## src/rtl/rts_pkg.sv

```systemverilog
package rts_pkg;
    typedef enum logic [1:0] {
        ST_IDLE  = 2'd0,
        ST_ISSUE = 2'd1,
        ST_WAIT  = 2'd2,
        ST_FIN   = 2'd3
    } rts_state_e;

    typedef struct packed {
        rts_state_e state;
        logic       fin;
    } rts_ctrl_s;
endpackage

```

## src/rtl/rts_step_ctr.sv

```systemverilog
module rts_step_ctr #(
    parameter int W    = 4,
    parameter int MIN  = 0,
    parameter int LAST = 15,
    parameter int STEP = 1
) (
    input  logic         clk,
    input  logic         rst_n,
    input  logic         clr_i,
    input  logic         inc_i,
    output logic [W-1:0] val_o,
    output logic         last_o
);
    localparam logic [W-1:0] V_MIN  = W'(MIN);
    localparam logic [W-1:0] V_LAST = W'(LAST);
    localparam logic [W-1:0] V_STEP = W'(STEP);

    logic [W-1:0] val_d, val_q;

    always_comb begin
        val_d = val_q;
        if (clr_i)
            val_d = V_MIN;
        else if (inc_i)
            val_d = (val_q == V_LAST) ? V_MIN : val_q + V_STEP;
    end

    always_ff @(posedge clk or negedge rst_n) begin
        if (!rst_n) val_q <= V_MIN;
        else        val_q <= val_d;
    end

    assign val_o  = val_q;
    assign last_o = (val_q == V_LAST);

    // counter never passes its last value
    a_r6_in_range: assert property (@(posedge clk) disable iff (!rst_n)
        val_o <= V_LAST);
    // a non-final increment moves by one step
    a_r6_step: assert property (@(posedge clk) disable iff (!rst_n)
        (inc_i && !clr_i && !last_o) |=> (val_o == $past(val_o) + V_STEP));
    // increment at the last value wraps to the first
    a_r6_wrap: assert property (@(posedge clk) disable iff (!rst_n)
        (inc_i && !clr_i && last_o) |=> (val_o == V_MIN));
endmodule

```

## src/rtl/rts_ctrl.sv

```systemverilog
module rts_ctrl
    import rts_pkg::*;
(
    input  logic clk,
    input  logic rst_n,
    input  logic start_i,
    input  logic seq_done_i,
    input  logic final_i,
    output logic clr_o,
    output logic adv_o,
    output logic req_o,
    output logic waiting_o,
    output logic fin_o
);
    rts_ctrl_s c_d, c_q;

    always_comb begin
        c_d   = c_q;
        clr_o = 1'b0;
        adv_o = 1'b0;
        unique case (c_q.state)
            ST_IDLE, ST_FIN: begin
                if (start_i) begin
                    clr_o     = 1'b1;
                    c_d.fin   = 1'b0;
                    c_d.state = ST_ISSUE;
                end
            end
            ST_ISSUE: c_d.state = ST_WAIT;
            ST_WAIT: begin
                if (seq_done_i) begin
                    if (final_i) begin
                        c_d.state = ST_FIN;
                        c_d.fin   = 1'b1;
                    end else begin
                        adv_o     = 1'b1;
                        c_d.state = ST_ISSUE;
                    end
                end
            end
            default: c_d.state = ST_IDLE;
        endcase
    end

    always_ff @(posedge clk or negedge rst_n) begin
        if (!rst_n) c_q <= '{state: ST_IDLE, fin: 1'b0};
        else        c_q <= c_d;
    end

    assign req_o     = (c_q.state == ST_ISSUE);
    assign waiting_o = (c_q.state == ST_WAIT);
    assign fin_o     = c_q.fin;

    // request lasts a single cycle
    a_r3_req_single: assert property (@(posedge clk) disable iff (!rst_n)
        req_o |=> !req_o);
    // no request while a test is outstanding and done is absent
    a_r3_hold_wait: assert property (@(posedge clk) disable iff (!rst_n)
        (waiting_o && !seq_done_i) |=> (waiting_o && !req_o));
    // finished flag holds until a start arrives
    a_r8_fin_hold: assert property (@(posedge clk) disable iff (!rst_n)
        (fin_o && !start_i) |=> (fin_o && !req_o));
    // start while running does not clear the sequence
    a_r9_start_ignored: assert property (@(posedge clk) disable iff (!rst_n)
        (start_i && waiting_o) |-> !clr_o);
endmodule

```

## src/rtl/rts_top.sv

```systemverilog
module rts_top #(
    parameter int NUM_PAT    = 4,
    parameter int WAIT_MIN   = 23,
    parameter int WAIT_MAX   = 95,
    parameter int WAIT_STEP  = 2,
    parameter int NUM_ROUNDS = 16,
    localparam int PAT_W     = (NUM_PAT > 1) ? $clog2(NUM_PAT) : 1,
    localparam int WAIT_W    = $clog2(WAIT_MAX + 1),
    localparam int ROUND_W   = (NUM_ROUNDS > 1) ? $clog2(NUM_ROUNDS) : 1
) (
    input  logic               clk,
    input  logic               rst_n,
    input  logic               start_i,
    input  logic               seq_done_i,
    output logic               test_req_o,
    output logic [ROUND_W-1:0] round_o,
    output logic [PAT_W-1:0]   pattern_o,
    output logic               invert_o,
    output logic [WAIT_W-1:0]  wait_loops_o,
    output logic               exp_done_o
);
    localparam int WAIT_LAST = WAIT_MIN + ((WAIT_MAX - WAIT_MIN) / WAIT_STEP) * WAIT_STEP;

    logic clr, adv, waiting, final_test;
    logic inv_last, pat_last, wait_last, round_last;
    logic inc_pat, inc_wait, inc_round;

    assign inc_pat    = adv && inv_last;
    assign inc_wait   = inc_pat && pat_last;
    assign inc_round  = inc_wait && wait_last;
    assign final_test = inv_last && pat_last && wait_last && round_last;

    rts_ctrl u_ctrl (
        .clk(clk), .rst_n(rst_n), .start_i(start_i), .seq_done_i(seq_done_i),
        .final_i(final_test), .clr_o(clr), .adv_o(adv), .req_o(test_req_o),
        .waiting_o(waiting), .fin_o(exp_done_o)
    );

    rts_step_ctr #(.W(1), .MIN(0), .LAST(1), .STEP(1)) u_inv (
        .clk(clk), .rst_n(rst_n), .clr_i(clr), .inc_i(adv),
        .val_o(invert_o), .last_o(inv_last)
    );

    rts_step_ctr #(.W(PAT_W), .MIN(0), .LAST(NUM_PAT - 1), .STEP(1)) u_pat (
        .clk(clk), .rst_n(rst_n), .clr_i(clr), .inc_i(inc_pat),
        .val_o(pattern_o), .last_o(pat_last)
    );

    rts_step_ctr #(.W(WAIT_W), .MIN(WAIT_MIN), .LAST(WAIT_LAST), .STEP(WAIT_STEP)) u_wait (
        .clk(clk), .rst_n(rst_n), .clr_i(clr), .inc_i(inc_wait),
        .val_o(wait_loops_o), .last_o(wait_last)
    );

    rts_step_ctr #(.W(ROUND_W), .MIN(0), .LAST(NUM_ROUNDS - 1), .STEP(1)) u_round (
        .clk(clk), .rst_n(rst_n), .clr_i(clr), .inc_i(inc_round),
        .val_o(round_o), .last_o(round_last)
    );

    // parameters frozen while a test is outstanding
    a_r10_stable: assert property (@(posedge clk) disable iff (!rst_n)
        (waiting && !seq_done_i) |=> ($stable(round_o) && $stable(pattern_o)
                                      && $stable(invert_o) && $stable(wait_loops_o)));
    // the inverse test keeps pattern, wait and round of its partner
    a_r4_pair: assert property (@(posedge clk) disable iff (!rst_n)
        (adv && !invert_o) |=> (invert_o && $stable(pattern_o)
                                && $stable(wait_loops_o) && $stable(round_o)));
    // completion comes only from the final test's done
    a_r8_done_source: assert property (@(posedge clk) disable iff (!rst_n)
        $rose(exp_done_o) |-> $past(waiting && seq_done_i && final_test));
endmodule

```

## config.mk

```make
export PLATFORM = sky130hd
export DESIGN_NAME = rts_top
export DESIGN_NICKNAME = d
export VERILOG_FILES = /design/src/rtl/rts_pkg.sv /design/src/rtl/rts_step_ctr.sv /design/src/rtl/rts_ctrl.sv /design/src/rtl/rts_top.sv
export SDC_FILE = /design/constraint.sdc
export NUM_CORES = 1
export LEC_CHECK = 0
export CORE_ASPECT_RATIO = 1.5
export CORE_MARGIN = 2
export CORE_UTILIZATION = 25
export CTS_BUF_LIST = sky130_fd_sc_hd__clkbuf_8
export CTS_CLUSTER_SIZE = 8
export DETAILED_ROUTE_END_ITERATION = 7
export HOLD_SLACK_MARGIN = 0.15
export MAX_ROUTING_LAYER = met4
export PLACE_DENSITY = 0.49
export SYNTH_ARGS = -nofsm -noshare
export SYNTH_HDL_FRONTEND = slang
export SYNTH_SLANG_ARGS = --single-unit
```

## constraint.sdc

```tcl
create_clock -name clk -period 2.9 [get_ports clk]
set_input_delay 0.725 -clock clk [delete_from_list [all_inputs] [get_ports clk]]
set_output_delay 0.725 -clock clk [all_outputs]
set_load 0.01 [all_outputs]
```

-- Yosys cells after proc, flatten, opt, wreduce, memory -nomap -nowiden
Cells that the tools add are included.
- equal/unequal tests: 9
- reduce and logical (&&, ||, !) cells: 15
- $add $sub $neg: 4
- muxes and demuxes: 23
- operators with widths (kind ; count):
    two-way mux 7 bit ; 3
    two-way mux 4 bit ; 3
    nonzero test 2 bit ; 5
    two-way mux 1 bit ; 9
    two-way mux 2 bit ; 4
    adder 7 x 2 -> 7 bit, second input constant ; 1
    equality test 7 bit, second input constant ; 1
    equality test 2 bit, second input constant ; 3
    logical AND 1 bit ; 6
    two-way mux 3 bit ; 2
    != test 2 bit, second input constant ; 3
    case mux 2 bit (3 select lines) ; 1
    adder 4 x 1 -> 4 bit, second input constant ; 1
    equality test 4 bit, second input constant ; 1
    AND reduction 4 bit ; 1
    adder 2 x 1 -> 2 bit, second input constant ; 1
    equality test 2 x 1 -> 1 bit, second input constant ; 1
    logical NOT 2 bit ; 1
    case mux 1 bit (2 select lines) ; 1
    AND reduction 2 bit ; 1
    OR reduction 2 bit ; 1
    adder 1 bit, second input constant ; 1
- input port bits: 4
- bits in registers: 17
- logic and storage cells: 57
- output and inout port bits: 16

-- Logic depth before layout (Yosys ltp)
Gate-level depths: netlist of run 1.
- depth after elaboration: 12
- mapped depth: 6
- gate-level depth less buffers: 6

-- Hierarchy
A second synthesis of run 1 with hierarchy kept.
- cell total of the unflattened synthesis: 96
- area total of the unflattened synthesis: 996.0 um^2
- modules (own cells, without submodules) (module ; area an instance (um^2) ; seq. area each (um^2) ; cells an instance ; instances):
    rts_step_ctr (u_wait) ; 380.4 ; 180.2 ; 38 ; 1
    rts_ctrl ; 232.7 ; 75.1 ; 22 ; 1
    rts_step_ctr (u_round) ; 206.4 ; 100.1 ; 20 ; 1
    rts_step_ctr (u_pat) ; 100.1 ; 50.0 ; 8 ; 1
    rts_step_ctr (u_inv) ; 45.0 ; 25.0 ; 4 ; 1
    rts_top ; 31.3 ; 0.0 ; 4 ; 1

-- Worst setup path before layout of run 1
No wires, ideal clock.
- kind: input to register
- start point: in seq_done_i
- end point: reg u_round.val_q[3] (netlist: u_round.val_o[3])
- setup slack: 1275 ps
- arrival: 1492 ps
- setup time: 133 ps
- path buffers: 0
- required time: 2767 ps
- cell stages on the path: 4
- cells stage by stage: nand4_2 -> nor4b_4 -> and4b_1 -> nor3_2
- word-level cells in the longest chain between the ends: 6
- ends and longest elaborated chain (item ; line ; RTL):
    start: declaration ; rts_top.sv:14 ; input logic seq_done_i,
    two-way mux 1 bit ; rts_ctrl.sv:31 ; if (seq_done_i) begin
    two-way mux 1 bit ; rts_ctrl.sv:21 ; unique case (c_q.state)
    logical AND 1 bit ; rts_top.sv:28 ; assign inc_pat = adv && inv_last;
    logical AND 1 bit ; rts_top.sv:29 ; assign inc_wait = inc_pat && pat_last;
    logical AND 1 bit ; rts_top.sv:30 ; assign inc_round = inc_wait && wait_last;
    nonzero test 2 bit (no source line) ; - ;
    end signal: assignment ; rts_step_ctr.sv:30 ; else val_q <= val_d;
    end: declaration ; rts_step_ctr.sv:18 ; logic [W-1:0] val_d, val_q;
No other way between the ends.
A chain may end at the register's enable or synchronous reset.

-- Worst setup path in the final report of run 1
- start point: reg u_ctrl.c_q[2] in the netlist's numbering
- end point: out test_req_o
- word-level cells in the longest chain between the ends: 1
- ends and longest elaborated chain (item ; line ; RTL):
    start: declaration ; rts_ctrl.sv:15 ; rts_ctrl_s c_d, c_q;
    start signal: assignment ; rts_ctrl.sv:46 ; if (!rst_n) c_q <= '{state: ST_IDLE, fin: 1'b0};
    equality test 2 x 1 -> 1 bit ; rts_ctrl.sv:50 ; assign req_o = (c_q.state == ST_ISSUE);
    end: declaration ; rts_top.sv:15 ; output logic test_req_o,
No other way between the ends.

==> impl_metrics.toml, run 1 <==
[worst_setup_path]
slowest_delay_ns = 0.54
crit_path_max_fanout = 3
crit_type = "flip-flop to output port"
crit_required_ns = 2.17
arrival_ns = 1.43
end_kind = "output port"
startpoint = "u_ctrl.c_q[2]$_DFFE_PN0P_"
regToRegSetupSlack_ns = 1.09
crit_path_top_delay_cell = "clkdlybuf4s50_1"
endpoint = "test_req_o"
worst_setup_path_start_kind = "flip-flop"
ff2ff_path_depth = 6
crit_chain = "inv_1 > ha_1 > clkdlybuf4s50_1"
reg2reg_to = "u_round.val_o[3]$_DFFE_PN0P_"
rr_startpoint = "u_ctrl.c_q[1]$_DFFE_PN0P_"

[flow_run]
cap_violations = 0

[clocking]
clkSinkCount = 17
cts.reportedPaths.clkPinSlew_ns = 0.07
clockBufferDepth = 2
post_cts_resized = 0
postCtsHoldBufs = 0
cts_root_buf = "clkbuf_8"
insertion_delay_ns = 0.25
post-cts-setup-buffer-count = 0
h-tree-depth = 1
cts_buffers = 3
cts_tree = "yes"

[timing]
tightest_slew_ns = 0.774
relSlewSlack_pct = 48.2
fin_crit_sh_pct = 74.4
drv_slew = 0
finalSetupTns_ns = 0
setup_viol = 0
final.setup_skew_ns = 0.00220
layout_min_cycle_time_ns = 2.16
hold_viol_final = 0
fmax_mhz = 463
rsz0062_at_grt = "no"
worst_slack_ns = 0.741

[synth]
synth_top_cell_by_area = "dfrtp_1"
yosysWarnings = 0
syn-num-nets = 107
ys_seq_area_share_pct = 43.8
yosysMostFrequentCell = "dfrtp_1"
synth_top_area_share_pct = 33.1
netlist_area_sq_um = 983
avgSynthCellArea_sq_um = 10.1
synth_ff_type = "dfrtp_1"
synth_common_cells = "13 x dfrtp_1, 11 x nand2_1, 9 x nor2_1, 6 x a21oi_1, 6 x ha_1"
synth_cells = 97
synth_edf_count = 0
synth_cell_types = 32
ys_ff_latch = 17
synthArstFlopShare_pct = 100
synth_top_cells_by_area = "dfrtp_1 33%, dfstp_2 11%, ha_1 7.6%"

[route]
firstDrtPassIters = 4
wl_met2_microns = 1140
drtAntennaViolNets = 0
avgViaCountPerCell = 5.06
vias = 820
wl_per_cell_microns = 13.6
wl_met3_microns = 63
routed_wirelength_microns = 2200
drt-initial-drc-count = 10
remaining_drc_errors = 0
highest_layer = "met4"
wl_met1_microns = 971

[final_layout]
area_delta_synth_final_pct = 29.1
layout.nets = 130
antenna_cells = 0
finish.utilization_pct = 34.2
drive_gt1_share_pct = 10.9
fill_cells = 392

[global_route]
grt-ovfl-total = 0
grt_pass1_wl_microns = 3710
grt_max_degree = 18
antenna_found_initial = 0
grt_pass1_vias = 786
track_usage_pct = 10.7

[power]
power.switching_uw = 228
power_density_nw_per_um2 = 521
swShare_pct = 34.5
vdd_drop_max_v = 0.000366
clkPwrFrac_pct = 27.0
p_int_uw = 433
leakagePower_uw = 0.000525
seq_power_share_pct = 42.7
comb_power_share_pct = 30.3
total_power_uw = 662

[floorplanning]
io_pins = 20
die_w_microns = 55.2
row_count = 27
die_area_sq_um = 4460
start_util_pct = 26.5
core-area_sq_um = 3720
die_y_microns = 80.8

[min_path]
hold_class = "flip-flop to flip-flop"

[placement]
io_buffers = 19
pre_cts_slack_ns = 0.527
gp_congestion = 0.838
dpl.hpwl_microns = 1650

[status]
status = "finished, final reports clean"
-- area by class of cell --
class,count,area (sq um),area share [%]
timing repair buffer,19,190,15.0
clock inverter,1,5.00,0.394
tap,43,53.8,4.24
inverter,3,11.3,0.887
multi-input combinational,76,538,42.4
clock buffer,3,41.3,3.25
sequential,17,430,33.9
-- cells by family after synthesis --
logic type | after synthesis | synth area share [%]
and+or+nand+nor | 44 | 28.4
AOI/OAI and AO/OA | 21 | 13.6
DFF | 17 | 43.8
adders and majority gates | 6 | 7.63
muxes | 5 | 5.09
buffers and inverters | 4 | 1.53
-- registers in the layout, indices dropped and copies added, names as in the netlist --
signal / cells
u_inv.last_o: 1
u_pat.val_o: 2
u_ctrl.fin_o: 1
u_ctrl.c_q: 2
u_round.val_o: 4
u_wait.val_o: 7
-- power by group through the flow --
stage / combinational [uW] / clock (uW) / sequential [uW]
global route: 229 / 200 / 286
global placement: 200 / 0 / 287
finish: 201 / 178 / 283
detailed placement: 203 / 0 / 287
floorplan: 123 / 0 / 286
CTS: 204 / 189 / 283
-- worst max-delay path, delay by kind of cell (launching register included) --
family	cells	cell delay [ns]
fa+ha+maj	1	0.17
flops	1	0.40
buf+inv	2	0.62
-- worst min path at each step --
stage,cells past startpoint,endpoint,from
after floorplan,0,u_ctrl.c_q[1]$_DFFE_PN0P_,rst_n
after CTS,1,u_wait.val_o[0]$_DFFE_PN1P_,u_wait.val_o[0]$_DFFE_PN1P_
final,1,u_wait.val_o[0]$_DFFE_PN1P_,u_wait.val_o[0]$_DFFE_PN1P_
after detailed placement,1,u_wait.val_o[0]$_DFFE_PN1P_,u_wait.val_o[0]$_DFFE_PN1P_
after global routing,1,u_wait.val_o[0]$_DFFE_PN1P_,u_wait.val_o[0]$_DFFE_PN1P_
after global placement,2,u_ctrl.c_q[2]$_DFFE_PN0P_,u_ctrl.c_q[2]$_DFFE_PN0P_
-- layer usage --
layer,track usage [%],vias to the layer above
met4,5.12,0
met3,1.43,2
met1,12.5,392
met2,18.2,15
met5,-,-
li1,-,411
-- through the flow --
step	area [sq um]	hold slack, ns	cells
after global placement	1220	0.505	158
after detailed placement	1220	0.518	158
after global routing	1270	0.546	162
after CTS	1270	0.529	162
after floorplan	983	0.429	97
final	1270	0.523	162
-- layout by cell type, fill, tap and decap left out, types with 2 or more instances in the layout --
master,instances
a21o_1,2
nand2_1,11
and2_1,2
nor2_1,9
dfrtp_1,13
inv_1,3
ha_1,6
clkdlybuf4s50_1,19
nand2b_1,3
dfstp_2,4
o21ai_0,4
nand4_1,3
nor3_1,3
clkbuf_8,3
mux2i_1,5
a31oi_1,4
o32ai_1,2
or3_1,2
a21oi_1,6
Note: power is estimated with default switching activity, not from simulation.
==> run 2, diff against run 1 <==
- clock period: 2.9 -> 2.3 ns (I/O delays scaled with it)
==> run 2 against run 1 <==
First-iteration DRC count grew 50%. Core utilization grew 0.57 points. Wire length grew 1.7%. Register-to-register slack lost 0.53 ns. Non-clock buffer count grew 3. Clock-buffer cell count is the same.
==> impl_metrics.toml, run 2 (synthesis gave the netlist of run 1 again) <==
[worst_setup_path]
crit_path_top_delay_cell = "clkdlybuf4s50_1"
crit_path_max_fanout = 3
arrival_ns = 1.43
worst_setup_path_start_kind = "flip-flop"
slowest_delay_ns = 0.53
crit_required_ns = 1.73
crit_chain = "inv_1 > ha_1 > clkdlybuf4s50_1"
end_kind = "output port"
crit_type = "flip-flop to output port"

[route]
wl_per_cell_microns = 13.6
drtAntennaViolNets = 0
vias = 834
routed_wirelength_microns = 2240
remaining_drc_errors = 0
drt-initial-drc-count = 15
firstDrtPassIters = 4
avgViaCountPerCell = 5.05

[power]
comb_power_share_pct = 30.3
leakagePower_uw = 0.000540
power_density_nw_per_um2 = 645
vdd_drop_max_v = 0.000480
seq_power_share_pct = 43.2
swShare_pct = 34.3
clkPwrFrac_pct = 26.6
power.switching_uw = 286
p_int_uw = 547

[timing]
drv_slew = 0
finalSetupTns_ns = 0
layout_min_cycle_time_ns = 2.00
rsz0062_at_grt = "no"
setup_viol = 0
fin_crit_sh_pct = 87.1
fmax_mhz = 499
tightest_slew_ns = 0.435
relSlewSlack_pct = 70.7
final.setup_skew_ns = 0.00252
hold_viol_final = 0

[clocking]
cts.reportedPaths.clkPinSlew_ns = 0.07
postCtsHoldBufs = 0
clockBufferDepth = 2
cts_tree = "yes"
post-cts-setup-buffer-count = 0
clkSinkCount = 17
h-tree-depth = 1
insertion_delay_ns = 0.25
cts_buffers = 3
cts_root_buf = "clkbuf_8"
post_cts_resized = 0

[floorplanning]
core-area_sq_um = 3720
io_pins = 20
start_util_pct = 26.5
die_area_sq_um = 4460
row_count = 27
die_w_microns = 55.2
die_y_microns = 80.8

[placement]
gp_congestion = 0.787
dpl.hpwl_microns = 1680
io_buffers = 19

[final_layout]
regMostFlops = "u_wait.val_o"
layout_commonest_cell = "clkdlybuf4s50_1"
layout_top_registers = "u_wait.val_o (7), u_round.val_o (4)"
layout.nets = 133
finish.utilization_pct = 34.7
drive_gt1_share_pct = 12.3
area_delta_synth_final_pct = 31.3
largest_reg_flops = 7
layout_common_cells = "19 x clkdlybuf4s50_1, 13 x dfrtp_1, 11 x nand2_1"
antenna_cells = 0

[min_path]
hold_class = "flip-flop to flip-flop"

[global_route]
antenna_found_initial = 0
grt_pass1_vias = 842
grt_pass1_wl_microns = 3820
grt_max_degree = 18
grt-ovfl-total = 0
track_usage_pct = 11.1

[status]
status = "finished, final reports clean"

[flow_run]
cap_violations = 0
[run 2: changes by cell type in the layout (fill, tap and decap cells not counted)]
cell / previous run / this run
buf_4: 0 / 3
clkinv_2: 1 / 0
inv_1: 3 / 4
[run 2: final timing paths]
path / start / endpoint / slack [ns] / depth (start not counted)
setup / recovery: u_ctrl.c_q[2]$_DFFE_PN0P_ / test_req_o / 0.30 / 3
hold / removal: u_wait.val_o[0]$_DFFE_PN1P_ / u_wait.val_o[0]$_DFFE_PN1P_ / 0.52 / 1
setup reg to reg: u_ctrl.c_q[1]$_DFFE_PN0P_ / u_round.val_o[3]$_DFFE_PN0P_ / 0.56 / 6
hold reg to reg: u_wait.val_o[0]$_DFFE_PN1P_ / u_wait.val_o[0]$_DFFE_PN1P_ / 0.52 / 1
max in group asynchronous: rst_n / u_wait.val_o[1]$_DFFE_PN1P_ / 1.40 / 2
min in group asynchronous: rst_n / u_inv.last_o$_DFFE_PN0P_ / 0.65 / 2
[run 2: cell type report]
| type | instances | area, sq um |
|---|---|---|
| Fill cell | 389 | 2420 |
| Multi-Input combinational cell | 76 | 538 |
| Sequential cell | 17 | 430 |
| Timing Repair Buffer | 22 | 213 |
| Tap cell | 43 | 53.8 |
| Clock buffer | 3 | 41.3 |
| Inverter | 3 | 11.3 |
| Clock inverter | 1 | 3.75 |
[run 2: metal layers]
layer  vias to the layer above  track usage [%]  part of all wire [%]
met3                         2             1.43                   3.5
met5                         -                -                     0
met4                         0             5.12                  0.94
met1                       401             12.2                    42
li1                        414                -                     -
met2                        17             20.1                    54
[run 2: critical path, delay by kind of cell (launching register included)]
kind	cells	cell delay, ns
adders and majority gates	1	0.16
buffers and inverters	2	0.61
DFF	1	0.40
[run 2: power by group through the flow]
stage	logic (uW)	registers (uW)	clock network (uW)
3_5_place_dp	256	365	0
6_report	252	359	221
5_1_grt	292	364	246
2_1_floorplan	155	361	0
4_1_cts	260	359	233
3_3_place_gp	254	364	0
[run 2: metrics by stage]
stage          total power (uW)  instances  hold WS [ns]  cell area (sq um)  setup slack [ns]
2_1_floorplan               516         97         0.279                983             0.679
3_3_place_gp                617        161         0.511               1250             0.274
3_5_place_dp                621        161         0.511               1250             0.251
4_1_cts                     852        165         0.524               1290             0.284
5_1_grt                     902        165         0.543               1290             0.243
6_report                    833        165         0.517               1290             0.298
